### config.mk
export PLATFORM = sky130hd
export DESIGN_NAME = dtmf_seq
export DESIGN_NICKNAME = d
export VERILOG_FILES = /design/src/rtl/dtmf_pkg.sv /design/src/rtl/dtmf_keymap.sv /design/src/rtl/dtmf_osc.sv /design/src/rtl/dtmf_timer.sv /design/src/rtl/dtmf_seq.sv
export SDC_FILE = /design/constraint.sdc
export NUM_CORES = 1
export LEC_CHECK = 0
export BUFFER_PORTS_ARGS = -buffer_cell sky130_fd_sc_hd__buf_2
export CAP_MARGIN = 20
export CORE_UTILIZATION = 50
export CTS_CLUSTER_SIZE = 25
export DETAILED_ROUTE_END_ITERATION = 6
export PLACE_DENSITY = 0.67
export SLEW_MARGIN = 10
export SYNTH_ARGS = -nofsm -noshare
export SYNTH_HDL_FRONTEND = slang
export SYNTH_HIERARCHICAL = 1
export SYNTH_SLANG_ARGS = --single-unit
### constraint.sdc
create_clock -name clk -period 9.6 [get_ports clk]
set_input_delay 0.48 -clock clk [delete_from_list [all_inputs] [get_ports clk]]
set_output_delay 0.48 -clock clk [all_outputs]
set_load 0.1 [all_outputs]
### src/rtl/dtmf_pkg.sv
package dtmf_pkg;

   localparam int SMP_W   = 7;
   localparam int SMP_MID = 64;
   localparam int GRP_N   = 4;
   localparam int LUT_W   = 6;

   localparam logic [1:0] RA_CODE = 2'd0;
   localparam logic [1:0] RA_SEL  = 2'd1;
   localparam logic [1:0] RA_CFG  = 2'd2;

   typedef enum logic [1:0] {
      ST_IDLE = 2'd0,
      ST_TONE = 2'd1,
      ST_GAP  = 2'd2
   } seq_st_t;

   typedef enum logic [1:0] {
      OUT_DUAL = 2'b00,
      OUT_ROW  = 2'b01,
      OUT_COL  = 2'b10,
      OUT_BOTH = 2'b11
   } out_sel_t;

   typedef struct packed {
      logic [1:0] row;
      logic [1:0] col;
   } grid_pos_t;

   function automatic int group_hz(input bit is_col, input int idx);
      int hz;
      if (is_col) begin
         case (idx)
            0:       hz = 1209;
            1:       hz = 1336;
            2:       hz = 1477;
            default: hz = 1633;
         endcase
      end else begin
         case (idx)
            0:       hz = 697;
            1:       hz = 770;
            2:       hz = 852;
            default: hz = 941;
         endcase
      end
      return hz;
   endfunction

   function automatic longint unsigned phase_step(input int hz, input int fs, input int accw);
      longint unsigned num;
      num = (longint'(hz) << accw) + longint'(fs / 2);
      return num / longint'(fs);
   endfunction

   function automatic logic [SMP_W-1:0] sine_lut(input logic [LUT_W-1:0] ph);
      logic [3:0] qi;
      logic [5:0] mag;
      qi = ph[4] ? ~ph[3:0] : ph[3:0];
      case (qi)
         4'd0:  mag = 6'd3;
         4'd1:  mag = 6'd9;
         4'd2:  mag = 6'd15;
         4'd3:  mag = 6'd21;
         4'd4:  mag = 6'd27;
         4'd5:  mag = 6'd32;
         4'd6:  mag = 6'd38;
         4'd7:  mag = 6'd42;
         4'd8:  mag = 6'd47;
         4'd9:  mag = 6'd51;
         4'd10: mag = 6'd54;
         4'd11: mag = 6'd57;
         4'd12: mag = 6'd59;
         4'd13: mag = 6'd61;
         4'd14: mag = 6'd62;
         default: mag = 6'd63;
      endcase
      return ph[5] ? SMP_W'(SMP_MID - int'(mag)) : SMP_W'(SMP_MID + int'(mag));
   endfunction

endpackage

### src/rtl/dtmf_keymap.sv
module dtmf_keymap
   import dtmf_pkg::*;
(
   input  logic [3:0] code,
   output grid_pos_t  pos
);

   always_comb begin
      case (code)
         4'd0:  pos = '{row: 2'd0, col: 2'd3};
         4'd1:  pos = '{row: 2'd0, col: 2'd0};
         4'd2:  pos = '{row: 2'd0, col: 2'd1};
         4'd3:  pos = '{row: 2'd0, col: 2'd2};
         4'd4:  pos = '{row: 2'd1, col: 2'd0};
         4'd5:  pos = '{row: 2'd1, col: 2'd1};
         4'd6:  pos = '{row: 2'd1, col: 2'd2};
         4'd7:  pos = '{row: 2'd2, col: 2'd0};
         4'd8:  pos = '{row: 2'd2, col: 2'd1};
         4'd9:  pos = '{row: 2'd2, col: 2'd2};
         4'd10: pos = '{row: 2'd3, col: 2'd1};
         4'd11: pos = '{row: 2'd3, col: 2'd2};
         4'd12: pos = '{row: 2'd3, col: 2'd0};
         4'd13: pos = '{row: 2'd1, col: 2'd3};
         4'd14: pos = '{row: 2'd3, col: 2'd3};
         default: pos = '{row: 2'd2, col: 2'd3};
      endcase
   end

endmodule

### src/rtl/dtmf_osc.sv
module dtmf_osc
   import dtmf_pkg::*;
#(
   parameter int ACC_W     = 16,
   parameter int SAMPLE_HZ = 8000,
   parameter bit IS_COL    = 1'b0
) (
   input  logic             clk,
   input  logic             rst_n,
   input  logic             clr,
   input  logic             adv,
   input  logic [1:0]       idx,
   output logic [SMP_W-1:0] smp
);

   logic [ACC_W-1:0] step_tab [GRP_N];
   logic [ACC_W-1:0] acc_q;

   if (IS_COL) begin : g_col
      for (genvar i = 0; i < GRP_N; i++) begin : g_step
         localparam longint unsigned STEP = phase_step(group_hz(1'b1, i), SAMPLE_HZ, ACC_W);
         assign step_tab[i] = STEP[ACC_W-1:0];
      end
   end else begin : g_row
      for (genvar i = 0; i < GRP_N; i++) begin : g_step
         localparam longint unsigned STEP = phase_step(group_hz(1'b0, i), SAMPLE_HZ, ACC_W);
         assign step_tab[i] = STEP[ACC_W-1:0];
      end
   end

   always_ff @(posedge clk) begin
      if (!rst_n) begin
         acc_q <= '0;
      end else if (clr) begin
         acc_q <= '0;
      end else if (adv) begin
         acc_q <= acc_q + step_tab[idx];
      end
   end

   assign smp = sine_lut(acc_q[ACC_W-1 -: LUT_W]);

endmodule

### src/rtl/dtmf_timer.sv
module dtmf_timer
   import dtmf_pkg::*;
#(
   parameter int TONE_MS = 94,
   parameter int GAP_MS  = 94,
   parameter int HOLD_MS = 4
) (
   input  logic clk,
   input  logic rst_n,
   input  logic start_req,
   input  logic allow,
   input  logic ms_tick,
   input  logic stretch,
   output logic start_ok,
   output logic tone_on,
   output logic busy,
   output logic hold_act,
   output logic done
);

   localparam int PER_MAX = (TONE_MS > GAP_MS) ? TONE_MS : GAP_MS;
   localparam int CNT_W   = $clog2(PER_MAX + 1);
   localparam int HLD_W   = $clog2(HOLD_MS + 1);
   localparam logic [CNT_W-1:0] TONE_LAST = CNT_W'(TONE_MS - 1);
   localparam logic [CNT_W-1:0] GAP_LAST  = CNT_W'(GAP_MS - 1);
   localparam logic [HLD_W-1:0] HOLD_LAST = HLD_W'(HOLD_MS - 1);

   seq_st_t          st_q;
   logic [CNT_W-1:0] cnt_q;
   logic [HLD_W-1:0] hcnt_q;
   logic             hold_q;

   assign start_ok = start_req && allow && (st_q == ST_IDLE);
   assign done     = ms_tick && (st_q == ST_GAP) && (cnt_q == GAP_LAST);
   assign tone_on  = (st_q == ST_TONE);
   assign busy     = (st_q != ST_IDLE);
   assign hold_act = hold_q;

   always_ff @(posedge clk) begin
      if (!rst_n) begin
         st_q   <= ST_IDLE;
         cnt_q  <= '0;
         hcnt_q <= '0;
         hold_q <= 1'b0;
      end else if (start_ok) begin
         st_q   <= ST_TONE;
         cnt_q  <= '0;
         hcnt_q <= '0;
         hold_q <= 1'b0;
      end else begin
         case (st_q)
            ST_TONE: begin
               if (ms_tick) begin
                  if (cnt_q == TONE_LAST) begin
                     if (!stretch) begin
                        st_q  <= ST_GAP;
                        cnt_q <= '0;
                     end
                  end else begin
                     cnt_q <= cnt_q + 1'b1;
                  end
               end
            end
            ST_GAP: begin
               if (ms_tick) begin
                  if (cnt_q == GAP_LAST) begin
                     st_q   <= ST_IDLE;
                     cnt_q  <= '0;
                     hold_q <= 1'b1;
                     hcnt_q <= '0;
                  end else begin
                     cnt_q <= cnt_q + 1'b1;
                  end
               end
            end
            default: begin
               if (hold_q && ms_tick) begin
                  if (hcnt_q == HOLD_LAST) begin
                     hold_q <= 1'b0;
                  end else begin
                     hcnt_q <= hcnt_q + 1'b1;
                  end
               end
            end
         endcase
      end
   end

endmodule

### src/rtl/dtmf_seq.sv
module dtmf_seq
   import dtmf_pkg::*;
#(
   parameter int ACC_W     = 16,
   parameter int SAMPLE_HZ = 8000,
   parameter int TONE_MS   = 94,
   parameter int GAP_MS    = 94,
   parameter int HOLD_MS   = 4
) (
   input  logic                 clk,
   input  logic                 rst_n,
   input  logic                 wr_en,
   input  logic [1:0]           wr_addr,
   input  logic [3:0]           wr_data,
   input  logic                 int_rd,
   input  logic                 offhook,
   input  logic                 cont_tone,
   input  logic                 ms_tick,
   input  logic                 smp_tick,
   output logic [SMP_W:0]       tone_out,
   output logic                 tx_mute_n,
   output logic                 int_flag,
   output logic                 int_req
);

   localparam int OUT_W = SMP_W + 1;

   if (ACC_W < LUT_W + 2 || ACC_W > 32) begin : g_bad_acc
      $error("dtmf_seq: ACC_W out of range");
   end
   if (SAMPLE_HZ < 2 * 1633) begin : g_bad_fs
      $error("dtmf_seq: SAMPLE_HZ below twice the top column frequency");
   end
   if (TONE_MS < 1 || GAP_MS < 1 || HOLD_MS < 1) begin : g_bad_time
      $error("dtmf_seq: timing parameters must be at least 1");
   end

   logic [3:0]       code_q;
   out_sel_t         sel_q;
   logic             ie_q;
   logic             pulse_q;
   logic             flag_q;
   logic [OUT_W-1:0] tone_q;
   logic [OUT_W-1:0] mix;
   logic             start_req;
   logic             start_ok;
   logic             tone_on;
   logic             busy;
   logic             hold_act;
   logic             done;
   grid_pos_t        pos;
   logic [SMP_W-1:0] smp [2];

   assign start_req = wr_en && (wr_addr == RA_CODE);

   always_ff @(posedge clk) begin
      if (!rst_n) begin
         code_q  <= '0;
         sel_q   <= OUT_DUAL;
         ie_q    <= 1'b0;
         pulse_q <= 1'b0;
      end else begin
         if (start_ok) begin
            code_q <= wr_data;
         end
         if (wr_en && wr_addr == RA_SEL) begin
            sel_q <= out_sel_t'(wr_data[1:0]);
         end
         if (wr_en && wr_addr == RA_CFG) begin
            ie_q    <= wr_data[0];
            pulse_q <= wr_data[1];
         end
      end
   end

   dtmf_timer #(
      .TONE_MS (TONE_MS),
      .GAP_MS  (GAP_MS),
      .HOLD_MS (HOLD_MS)
   ) u_timer (
      .clk       (clk),
      .rst_n     (rst_n),
      .start_req (start_req),
      .allow     (offhook && !pulse_q),
      .ms_tick   (ms_tick),
      .stretch   (cont_tone),
      .start_ok  (start_ok),
      .tone_on   (tone_on),
      .busy      (busy),
      .hold_act  (hold_act),
      .done      (done)
   );

   dtmf_keymap u_keymap (
      .code (code_q),
      .pos  (pos)
   );

   for (genvar g = 0; g < 2; g++) begin : g_grp
      dtmf_osc #(
         .ACC_W     (ACC_W),
         .SAMPLE_HZ (SAMPLE_HZ),
         .IS_COL    (g == 1)
      ) u_osc (
         .clk   (clk),
         .rst_n (rst_n),
         .clr   (start_ok),
         .adv   (smp_tick && tone_on),
         .idx   ((g == 1) ? pos.col : pos.row),
         .smp   (smp[g])
      );
   end

   always_comb begin
      case (sel_q)
         OUT_ROW: mix = {1'b0, smp[0]};
         OUT_COL: mix = {1'b0, smp[1]};
         default: mix = {1'b0, smp[0]} + {1'b0, smp[1]};
      endcase
   end

   always_ff @(posedge clk) begin
      if (!rst_n) begin
         tone_q <= '0;
         flag_q <= 1'b0;
      end else begin
         tone_q <= tone_on ? mix : '0;
         if (done) begin
            flag_q <= 1'b1;
         end else if (int_rd) begin
            flag_q <= 1'b0;
         end
      end
   end

   assign tone_out  = tone_q;
   assign tx_mute_n = !(busy || hold_act);
   assign int_flag  = flag_q;
   assign int_req   = flag_q && ie_q;

endmodule

======== Word-level counts from Yosys, hierarchy flattened ========
Memory sizes are Yosys's and may differ from the RTL's. A register that Yosys moved wholly into a read port is not among the register bits.
Cells that the tools add are included.
cells by class
  bitwise logic cells ..................... 6
  magnitude comparators ................... 2
  add/subtract/negate cells ............... 9
  reduce and logical (&&, ||, !) cells .... 29
  equal/unequal tests ..................... 20
  muxes and demuxes ....................... 38
operators with widths
  kind                                                  number
  binary-select mux 16 bit (select 2 bit)               2
  two-way mux 16 bit                                    4
  two-way mux 7 bit                                     7
  adder 16 bit                                          2
  two-way mux 4 bit                                     4
  one-hot mux 8 bit (2 select lines)                    1
  adder 7 x 6 -> 7 bit (first input constant)           2
  one-hot mux 7 bit (2 select lines)                    1
  subtractor 7 x 6 -> 7 bit (first input constant)      2
  two-way mux 3 bit                                     4
  != test 3 x 2 -> 1 bit (second input constant)        4
  AND reduction 6 bit                                   2
  logical AND 1 bit                                     11
  two-way mux 2 bit                                     5
  AND reduction 5 bit                                   2
  nonzero test 2 bit                                    5
  adder 7 x 7 -> 8 bit                                  1
  != test 2 bit (second input constant)                 4
  inverter 4 bit                                        2
  adder 7 x 1 -> 7 bit (second input constant)          1
  equality test 7 bit (second input constant)           1
  two-way mux 1 bit                                     7
  equality test 2 x 1 -> 1 bit (second input constant)  3
  equality test 2 bit (second input constant)           3
  other kinds (18)                                      24
storage, ports and cells
  memories kept ........................... 3
  word-level logic and storage cells ...... 120
  memory bits (read-only) ................. 256
  bits in registers ....................... 62
  input bits .............................. 14
memories
  memory            depth  bits a word  read ports  clocked after Yosys merged registers in  wr ports  line              RTL
  (name not given)  16     6            1           0                                        0         dtmf_pkg.sv:60    case (qi)
  (name not given)  16     6            1           0                                        0         dtmf_pkg.sv:60
  (name not given)  16     4            1           1                                        0         dtmf_keymap.sv:9  case (code)

======== Depth between registers and ports, before layout ========
An unclocked memory read counts as a cell.
  word-level depth ........................ 7
  mapped depth ............................ 16
  mapped depth without buffers ............ 15

======== Hierarchy ========
Netlist, hierarchy kept.
modules (own cells, without submodules)
  module                     cells an instance  times used  area an instance (sq um)  sequential area each (sq um)
  dtmf_osc (g_grp[1].u_osc)  247                1           1,990.7                   320.3
  dtmf_osc (g_grp[0].u_osc)  232                1           1,835.5                   320.3
  dtmf_seq                   111                1           1,028.5                   340.3
  dtmf_timer                 107                1           858.3                     260.2
  dtmf_keymap                21                 1           183.9                     0.0

======== Worst setup path before layout ========
OpenSTA, ideal clock, no wires.
  kind .................................... register -> register
  from .................................... register code_q[0] (netlist name)
  to ...................................... register g_grp[1].u_osc.acc_q[12]
  slack ................................... 6.164 ns
  arrival ................................. 3.317 ns
  period minus slack after synthesis ...... 3.436 ns
  cell stages (with the launch flop) ...... 16
  cell sequence ........................... dfxtp_1 -> inv_1 -> ha_1 -> inv_1 -> mux4_1 -> inv_1 -> ha_1 -> ha_1 -> inv_1 -> fa_1 -> nor2_1 -> o221a_1 -> a221oi_4 -> nor3_1 -> nor3_1 -> a211o_1
RTL lines
  element               line            RTL
  to (signal assigned)  dtmf_osc.sv:37  acc_q <= acc_q + step_tab[idx];
  to (decl)             dtmf_osc.sv:17  logic [ACC_W-1:0] acc_q;

==> flow_summary.toml <==
[status]
status = "finished, final reports clean"

[finish]
seq_area_um2 = 1240
antenna_cells = 0
multi_input_area_um2 = 4260
drive_gt1_frac = 0.105
final_cell_mix = "ha_1 (72), dfxtp_1 (62), nand2_1 (60)"
n_fill_cell = 1071
final_common_cell = "ha_1"
nets = 811
area_growth_pct = 6.51

[global_route]
antenna_found_initial = 0
grt_pass1_vias = 4879
track_usage = 0.220
grt_pass1_wl_um = 22400
grt_max_degree = 34
grt_overflow = 0

[cts]
numCtsBuffers = 9
clk_pin_slew_ns = 0.05
htreeDepth = 3
clock_path_buffers = 2
clock-sinks = 62
root_buffer = "clkbuf_16"
post-cts-setup-buffers = 0
cts_resized = 0
cts_tree = "done"
clkLatencyLatePin_ns = 0.33
hold_buffers = 0

[pwr]
switchingPower_w = 0.000184
powerDensity_nw_per_um2 = 109
p_clk_frac = 0.469
combPwrFrac = 0.143
worst_ir_drop_vdd_mv = 0.0859
p_sw_frac = 0.269
power.leakage_nw = 2.61
power.internal_w = 0.000502
p_seq_frac = 0.388

[synthesis]
async_flop_share = 0
synth_edf_count = 0
syn_inst = 718
synth-warning-count = 6
ys_seq_area_frac = 0.210
ys_ff_latch = 62
synth-main-ff-cell = "dfxtp_1"
syn_area_per_cell_um2 = 8.21
ys_types = 92
syn_nets = 807
netlist_area_um2 = 5900

[drt]
route.vias.total = 5089
routed_wl_um = 12800
drt_iter0_drc = 290
drcViolationCount = 0
drt-pass1-iter-count = 4
routed_via_density = 5.86
antenna_left = 0
wl_per_cell_um = 14.8

[placed_design]
dp_hpwl_um = 9620
io_buffer_count = 24
gp_congestion = 0.843

[setup_path]
cp-end-kind = "register"
crit_buf_inv = 4
cp-start-kind = "register"
slowest_stage = "mux4_1"
crit_chain = "inv_1, ha_1, inv_1, mux4_1, inv_1, ha_1, inv_1, ha_1, a31o_2, a311o_1, a211oi_1, a211oi_1, a31o_1"
critical_path_class = "register to register"
critPathArrivalTime_ns = 4.06
crit_family = "compound AO/OA/AOI/OAI gates"
critPathMaxFanout = 8
cp.required_ns = 9.82
crit_top_cell = "inv_1"
reg2reg_setup_slack_ns = 5.76
max_stage_delay_ns = 0.57

[sta]
fin_crit_sh = 0.400
finalHoldViolCount = 0
holdWs_ns = 0.432
slew_headroom = 0.302
slew_violations = 0
tightest_slew_ns = 1.04
fin_worst_skew_ns = 0.00421
fmax_mhz = 260
setup_violations = 0
finalSetupTns_ns = 0
rsz0062_at_grt = "false"
period_needed_ns = 3.84

[min_path]
holdCritPathClass = "input port to register"

[floorplanning]
io-pin-count = 25
rows = 39
die_h_um = 111
fp.dieW_um = 111
die_area_um2 = 12200
start_util = 0.514
coreArea_um2 = 11500

[run]
maxCapViolCount = 0
==> cells in the mapped netlist, types with 13 or more instances <==
library cell	count	area (um2)
ha_1	72	901
dfxtp_1	62	1240
nand2_1	60	225
inv_1	48	180
nor2_1	47	176
a21oi_1	42	210
o21ai_0	34	170
xor2_1	26	228
nand3_1	24	120
mux2i_1	20	200
nor2b_1	20	125
nand2b_1	17	106
a31oi_1	14	87.6
clkbuf_1	13	48.8
xnor2_1	13	114
==> kinds of logic (layout without fill, tap and decap cells) <==
family | after synthesis | count (layout) | share of synthesized area
XOR/XNOR | 41 | 41 | 0.0634
buffers and inverters | 80 | 88 | 0.0666
adder cells (fa/ha/maj) | 75 | 75 | 0.163
flip-flops | 62 | 62 | 0.210
AND/OR/NAND/NOR | 246 | 246 | 0.218
AO/OA/AOI/OAI | 191 | 191 | 0.234
multiplexers | 23 | 23 | 0.0441
==> through the flow <==
stage	setup WS, ns	area [um2]	power (W)	instances	utilization
3_3_place_gp	5.95	5990	0.000367	854	0.522
6_report	5.76	6280	0.000687	869	0.548
5_1_grt	5.48	6280	0.000717	869	0.548
2_1_floorplan	6.16	5900	0.000348	718	-
4_1_cts	5.78	6280	0.000698	869	0.548
3_5_place_dp	5.81	5990	0.000369	854	0.522
==> final timing paths <==
path	from	endpoint	cells after the start
min reg2reg	u_timer/hcnt_q[0]	u_timer/hcnt_q[0]	1
max reg2reg	code_q[0]	g_grp[1].u_osc/acc_q[13]	13
max	code_q[0]	g_grp[1].u_osc/acc_q[13]	13
min	wr_data[2]	code_q[2]	3
==> cell type report <==
type | count | share of cell area
multi-input combinational | 576 | 0.679
sequential | 62 | 0.198
clock buffer | 11 | 0.0386
inverter | 48 | 0.0287
tap | 143 | 0.0285
timing repair buffer | 25 | 0.0203
clock inverter | 4 | 0.00757
==> registers in the layout (all words and copies together) (netlist names) <==
name / cells
u_timer/hcnt_q: 3
ie_q: 1
u_timer/st_q: 2
u_timer/hold_act: 1
code_q: 4
pulse_q: 1
tone_out: 8
g_grp.u_osc/acc_q: 32
u_timer/cnt_q: 7
int_flag: 1
sel_q: 2
==> worst min-delay path, delay by kind of cell <==
kind | cells | cell delay, ns
and+or+nand+nor | 1 | 0.10
buffers and inverters | 1 | 0.09
muxes | 1 | 0.06
==> metal layers <==
metal  wire [um]  global-route usage  vias to the layer above
met5           0                   0                        -
met4         104              0.0711                        0
met3         448              0.0368                       10
met2        6180               0.373                       87
met1        6100               0.284                     2397
li1            -                   -                     2595
==> power groups by stage <==
stage               sequential (W)  combinational [W]  clock (W)
floorplan                 0.000272          0.0000760          0
global placement          0.000271          0.0000951          0
CTS                       0.000266          0.0000978   0.000334
global route              0.000267           0.000110   0.000340
detailed placement        0.000272          0.0000970          0
finish                    0.000266          0.0000982   0.000322
(Power assumes the default switching activity.)
